[config.mk]
export PLATFORM = sky130hd
export DESIGN_NAME = mp9_serial_rx
export DESIGN_NICKNAME = d
export VERILOG_FILES = /design/src/rtl/mp9_rx_pkg.sv /design/src/rtl/mp9_rx_sampler.sv /design/src/rtl/mp9_rx_shifter.sv /design/src/rtl/mp9_rx_commit.sv /design/src/rtl/mp9_serial_rx.sv
export SDC_FILE = /design/constraint.sdc
export NUM_CORES = 1
export LEC_CHECK = 0
export BUFFER_PORTS_ARGS = -buffer_cell sky130_fd_sc_hd__buf_2
export CORE_MARGIN = 2
export CORE_UTILIZATION = 25
export CTS_BUF_LIST = sky130_fd_sc_hd__clkbuf_4 sky130_fd_sc_hd__clkbuf_8 sky130_fd_sc_hd__clkbuf_16
export DETAILED_ROUTE_END_ITERATION = 8
export GPL_TIMING_DRIVEN = 0
export HOLD_SLACK_MARGIN = 0.03
export PLACE_DENSITY = 0.37
export SLEW_MARGIN = 5
export SYNTH_ARGS = -nofsm -noshare
export SYNTH_HDL_FRONTEND = slang
export SYNTH_SLANG_ARGS = --single-unit
[constraint.sdc]
create_clock -name clk -period 2.4 [get_ports clk]
set_input_delay 0.24 -clock clk [delete_from_list [all_inputs] [get_ports clk]]
set_output_delay 0.24 -clock clk [all_outputs]
set_load 0.01 [all_outputs]
[src/rtl/mp9_rx_pkg.sv]
package mp9_rx_pkg;

    typedef enum logic [1:0] {
        ST_IDLE  = 2'd0,
        ST_START = 2'd1,
        ST_DATA  = 2'd2,
        ST_TAIL  = 2'd3
    } rx_state_t;

endpackage

[src/rtl/mp9_rx_sampler.sv]
module mp9_rx_sampler #(
    parameter int OVERSAMPLE  = 16,
    parameter int SYNC_STAGES = 2
) (
    input  logic                          clk,
    input  logic                          rst_n,
    input  logic                          rx_pin,
    input  logic                          tick,
    input  logic                          restart,
    output logic                          fall_seen,
    output logic                          vote,
    output logic                          vote_strobe
);
    localparam int CNT_W   = $clog2(OVERSAMPLE);
    localparam int MID     = OVERSAMPLE / 2;
    localparam int FIRST   = MID - 1;
    localparam int LAST    = MID + 1;
    localparam int TOP     = OVERSAMPLE - 1;

    logic [SYNC_STAGES-1:0] sync_q;
    logic                   rx_level;
    logic                   prev_q;
    logic [CNT_W-1:0]       cnt_q;
    logic [1:0]             early_q;

    // line synchroniser, resets to idle-high
    always_ff @(posedge clk or negedge rst_n) begin
        if (!rst_n) begin
            sync_q <= '1;
        end else begin
            sync_q <= {sync_q[SYNC_STAGES-2:0], rx_pin};
        end
    end

    assign rx_level = sync_q[SYNC_STAGES-1];

    // level seen on the previous tick, for edge detection
    always_ff @(posedge clk or negedge rst_n) begin
        if (!rst_n) begin
            prev_q <= 1'b1;
        end else if (tick) begin
            prev_q <= rx_level;
        end
    end

    assign fall_seen = tick && prev_q && !rx_level;

    // position within the current bit period
    always_ff @(posedge clk or negedge rst_n) begin
        if (!rst_n) begin
            cnt_q <= '0;
        end else if (restart) begin
            cnt_q <= CNT_W'(1);
        end else if (tick) begin
            if (cnt_q == CNT_W'(TOP)) begin
                cnt_q <= '0;
            end else begin
                cnt_q <= cnt_q + CNT_W'(1);
            end
        end
    end

    // first two of the three vote samples
    always_ff @(posedge clk or negedge rst_n) begin
        if (!rst_n) begin
            early_q <= 2'b11;
        end else if (tick) begin
            if (cnt_q == CNT_W'(FIRST)) begin
                early_q[0] <= rx_level;
            end
            if (cnt_q == CNT_W'(FIRST + 1)) begin
                early_q[1] <= rx_level;
            end
        end
    end

    assign vote = (early_q[0] & early_q[1]) |
                  (early_q[0] & rx_level)   |
                  (early_q[1] & rx_level);

    assign vote_strobe = tick && (cnt_q == CNT_W'(LAST));

endmodule

[src/rtl/mp9_rx_shifter.sv]
module mp9_rx_shifter #(
    parameter int WIDTH = 9
) (
    input  logic             clk,
    input  logic             rst_n,
    input  logic             preset,
    input  logic             shift_en,
    input  logic             din,
    output logic [WIDTH-1:0] q,
    output logic             at_end
);
    logic [WIDTH-1:0] sr_q;

    // ones fill the register; the start zero travels toward bit 0
    always_ff @(posedge clk or negedge rst_n) begin
        if (!rst_n) begin
            sr_q <= '1;
        end else if (preset) begin
            sr_q <= '1;
        end else if (shift_en) begin
            sr_q <= {din, sr_q[WIDTH-1:1]};
        end
    end

    assign q      = sr_q;
    assign at_end = ~sr_q[0];

endmodule

[src/rtl/mp9_rx_commit.sv]
module mp9_rx_commit #(
    parameter int DATA_BITS = 8
) (
    input  logic                 clk,
    input  logic                 rst_n,
    input  logic                 final_shift,
    input  logic                 ninth_in,
    input  logic [DATA_BITS-1:0] frame_in,
    input  logic                 filter_en,
    input  logic                 flag_clear,
    output logic [DATA_BITS-1:0] data_q,
    output logic                 ninth_q,
    output logic                 flag_q
);
    logic accept;

    assign accept = final_shift && !flag_q && (!filter_en || ninth_in);

    always_ff @(posedge clk or negedge rst_n) begin
        if (!rst_n) begin
            data_q  <= '0;
            ninth_q <= 1'b0;
        end else if (accept) begin
            data_q  <= frame_in;
            ninth_q <= ninth_in;
        end
    end

    always_ff @(posedge clk or negedge rst_n) begin
        if (!rst_n) begin
            flag_q <= 1'b0;
        end else if (accept) begin
            flag_q <= 1'b1;
        end else if (flag_clear) begin
            flag_q <= 1'b0;
        end
    end

endmodule

[src/rtl/mp9_serial_rx.sv]
module mp9_serial_rx #(
    parameter int DATA_BITS   = 8,
    parameter int OVERSAMPLE  = 16,
    parameter int SYNC_STAGES = 2
) (
    input  logic                 clk,
    input  logic                 rst_n,
    input  logic                 rx_pin,
    input  logic                 tick16,
    input  logic                 addr_filter_en,
    input  logic                 rx_enable,
    input  logic                 flag_clear,
    output logic [DATA_BITS-1:0] rx_data,
    output logic                 rx_bit9,
    output logic                 rx_flag
);
    import mp9_rx_pkg::*;

    localparam int SR_W = DATA_BITS + 1;

    rx_state_t        state_q, state_d;
    logic             fall_seen, vote, vote_strobe;
    logic             restart, preset, shift_en, final_shift;
    logic [SR_W-1:0]  sr;
    logic             at_end;

    mp9_rx_sampler #(
        .OVERSAMPLE (OVERSAMPLE),
        .SYNC_STAGES(SYNC_STAGES)
    ) sampler_i (
        .clk        (clk),
        .rst_n      (rst_n),
        .rx_pin     (rx_pin),
        .tick       (tick16),
        .restart    (restart),
        .fall_seen  (fall_seen),
        .vote       (vote),
        .vote_strobe(vote_strobe)
    );

    mp9_rx_shifter #(
        .WIDTH(SR_W)
    ) shifter_i (
        .clk     (clk),
        .rst_n   (rst_n),
        .preset  (preset),
        .shift_en(shift_en),
        .din     (vote),
        .q       (sr),
        .at_end  (at_end)
    );

    mp9_rx_commit #(
        .DATA_BITS(DATA_BITS)
    ) commit_i (
        .clk        (clk),
        .rst_n      (rst_n),
        .final_shift(final_shift),
        .ninth_in   (vote),
        .frame_in   (sr[SR_W-1:1]),
        .filter_en  (addr_filter_en),
        .flag_clear (flag_clear),
        .data_q     (rx_data),
        .ninth_q    (rx_bit9),
        .flag_q     (rx_flag)
    );

    // state register
    always_ff @(posedge clk or negedge rst_n) begin
        if (!rst_n) begin
            state_q <= ST_IDLE;
        end else begin
            state_q <= state_d;
        end
    end

    // transitions
    always_comb begin
        state_d = state_q;
        unique case (state_q)
            ST_IDLE: begin
                if (fall_seen && rx_enable) state_d = ST_START;
            end
            ST_START: begin
                if (vote_strobe) state_d = vote ? ST_IDLE : ST_DATA;
            end
            ST_DATA: begin
                if (vote_strobe && at_end) state_d = ST_TAIL;
            end
            ST_TAIL: begin
                if (vote_strobe) state_d = ST_IDLE;
            end
            default: state_d = ST_IDLE;
        endcase
    end

    // outputs of the controller
    always_comb begin
        restart     = 1'b0;
        preset      = 1'b0;
        shift_en    = 1'b0;
        final_shift = 1'b0;
        unique case (state_q)
            ST_IDLE: begin
                restart = fall_seen && rx_enable;
                preset  = fall_seen && rx_enable;
            end
            ST_START: begin
                shift_en = vote_strobe && !vote;
            end
            ST_DATA: begin
                shift_en    = vote_strobe && !at_end;
                final_shift = vote_strobe && at_end;
            end
            ST_TAIL: begin
            end
            default: begin
            end
        endcase
    end

endmodule

==> results.ini <==
[timing]
fmax_ghz=0.458
drv_slew=0
tns_ns=0
fin_skew_ns=0.00791
hold_viol_final=0
fin_crit_sh_pct=91.0
fin_ws_ns=0.216
relSlewSlack_pct=47.9
period_needed_ns=2.18
holdWs_ns=0.00562
final-setup-viol-count=0
worst_pin_slew_ns=0.782
grt_setup_unrepaired=no

[floorplanning]
core_sq_um=5510
die_y_um=79.3
ios=17
die_area_sq_um=6290
die-width_um=79.3
core.rowCount=27
initial_core_util_pct=25.8

[worst_hold_path]
hold_class=primary input to async pin

[clocking]
hold_buffers=0
clk_latency_ns=0.28
cts-root-buf=clkbuf_8
cts.sinks=30
clkTransAtPathRegs_ns=0.06
clock_path_buffers=2
post-cts-setup-buffers=0
cts-buffers-inserted=5
htreeDepth=2
cts_tree=built
cts_resized=0

[power_and_ir_drop]
peakVddDrop_mv=0.358
power.density_nw_per_um2=1060
p_leak_nw=0.789
total_power_mw=1.79

[logic_synthesis]
syn_avg_cell_area_sq_um=11.8
synthArstFlopShare_pct=100
syn_area_sq_um=1420
synth_cell_types=33
ys_ff_latch=30
synth_cells=120
synth-edff-count=0
synth_flop_cell=dfrtp_1
yosysSeqAreaShare_pct=54.1
yosys_warnings=0
syn_nets=134

[global_route]
track_usage_pct=10.2
grt_pass1_wl_um=4750
overflow=0
grt_max_degree=31
antenna_found_initial=0
grt_pass1_vias=979

[routing]
wl_per_cell_um=13.0
dr_total_vias=930
drtIter0Drc=27
post_drt_via_cell_ratio=4.31
wl_um=2810
route.detailed.drc=0
dr.pass1.iters=4
ant_nets=0

[cells_and_area]
finalCoreUtilization_pct=30.6
final_layout_size_suffix_gt1_share_pct=29.9
insertedDiodeCount=0
layout_common_cells=buf_2 (17), dfrtp_1 (16), nand2_1 (15), dfstp_2 (14), mux2_1 (10)
design_area_sq_um=1690
fin_cells=216
fillCellCount=576
area_growth_pct=18.9
multi_input_area_sq_um=604
final_common_cell=buf_2
final_nets=157
regArea_sq_um=768

[placement]
detailed_place_hpwl_um=2000
placed_cells=208
io_buffer_count=16
routabilityCongestion=0.693
place_area_sq_um=1590
pre_cts_ws_ns=0.168

[worst_setup_path]
worstSetupEndpoint=commit_i.data_q[4]
r2r.worst_path.cells=7
crit_path_max_fanout=9
worstSetupStartpointType=flip-flop
required_ns=2.55
ff2ff_setup_slack_ns=0.22
rr_endpoint=commit_i.data_q[4]
crit_path_end_kind=flip-flop
cp_data_arrival_time_ns=2.34
critPathKind=flip-flop to flip-flop
worstReg2RegStart=state_q[0]
startpoint=state_q[0]

[status]
outcome=finished clean

[flow_run]
drv_cap=0

[layout make-up]
class | instances | share of cell area [%]
Inverter | 9 | 2.00
Timing Repair Buffer | 16 | 4.75
Multi-Input combinational cell | 78 | 35.8
Buffer | 3 | 0.742
Sequential cell | 30 | 45.5
Tap cell | 72 | 5.34
Clock buffer | 8 | 5.79
[power by group]
part           switching (mW)  internal [mW]  leakage [nW]
combinational           0.277          0.215         0.377
clock                   0.184          0.256        0.0523
sequential              0.127          0.733         0.360
[cell families (layout without fill, tap and decap cells)]
logic type,Yosys count,count (layout),synth area share (%)
AND/OR/NAND/NOR,31,31,11.2
flip-flops,30,30,54.1
AO/OA/AOI/OAI,19,19,9.44
multiplexers,19,19,14.4
buffers and inverters,12,36,3.26
adder cells (fa/ha/maj),8,8,6.97
XOR/XNOR,1,1,0.617
[routing by layer]
| layer | part of all wire (%) | GRT usage (%) |
|---|---|---|
| met3 | 4.3 | 4.09 |
| met2 | 46 | 15.3 |
| met4 | 1.4 | 4.83 |
| met1 | 49 | 12.7 |
| met5 | 0 | 0 |
[synth_stat cells, types with 2 or more instances]
library cell,count,area (sq um)
inv_1,9,33.8
dfrtp_1,16,400
a21oi_1,2,10.0
o21ai_1,5,25.0
nand4_1,2,12.5
clkbuf_1,2,7.51
o21ai_0,4,20.0
nand2_1,15,56.3
a31oi_1,2,12.5
a21o_1,2,15.0
ha_1,7,87.6
mux2i_1,8,80.1
mux2_1,10,113
dfstp_2,14,368
nand3_1,3,15.0
nor2_1,2,7.51
[flip-flops by register name, summed over array words and instances (netlist names), named ones only]
signal	count
commit_i.data_q	8
commit_i.flag_q	1
commit_i.ninth_q	1
sampler_i.cnt_q	4
sampler_i.early_q	2
sampler_i.prev_q	1
sampler_i.sync_q	2
shifter_i.q	9
state_q	1
[critical path, cell delays in order (launching register included)]
cell and delay (ns):
dfrtp_1 0.42, inv_1 0.10, ha_1 0.20, nor2b_1 0.30, nand4_1 0.21, a21o_1 0.19
clkbuf_1 0.25, mux2_1 0.39
[worst min path at each step]
stage | from | to | slack (ns) | cells after the start
CTS | rst_n | commit_i.data_q[7] | 0.03 | 1
finish | rst_n | commit_i.data_q[3] | 0.006 | 1
global route | rst_n | commit_i.data_q[7] | 0.04 | 1
floorplan | rst_n | async pin | -0.06 | 0
global placement | rst_n | commit_i.data_q[3] | 0.32 | 1
detailed placement | rst_n | commit_i.data_q[3] | 0.34 | 1
No activity file was read; power rests on OpenSTA's default activity.
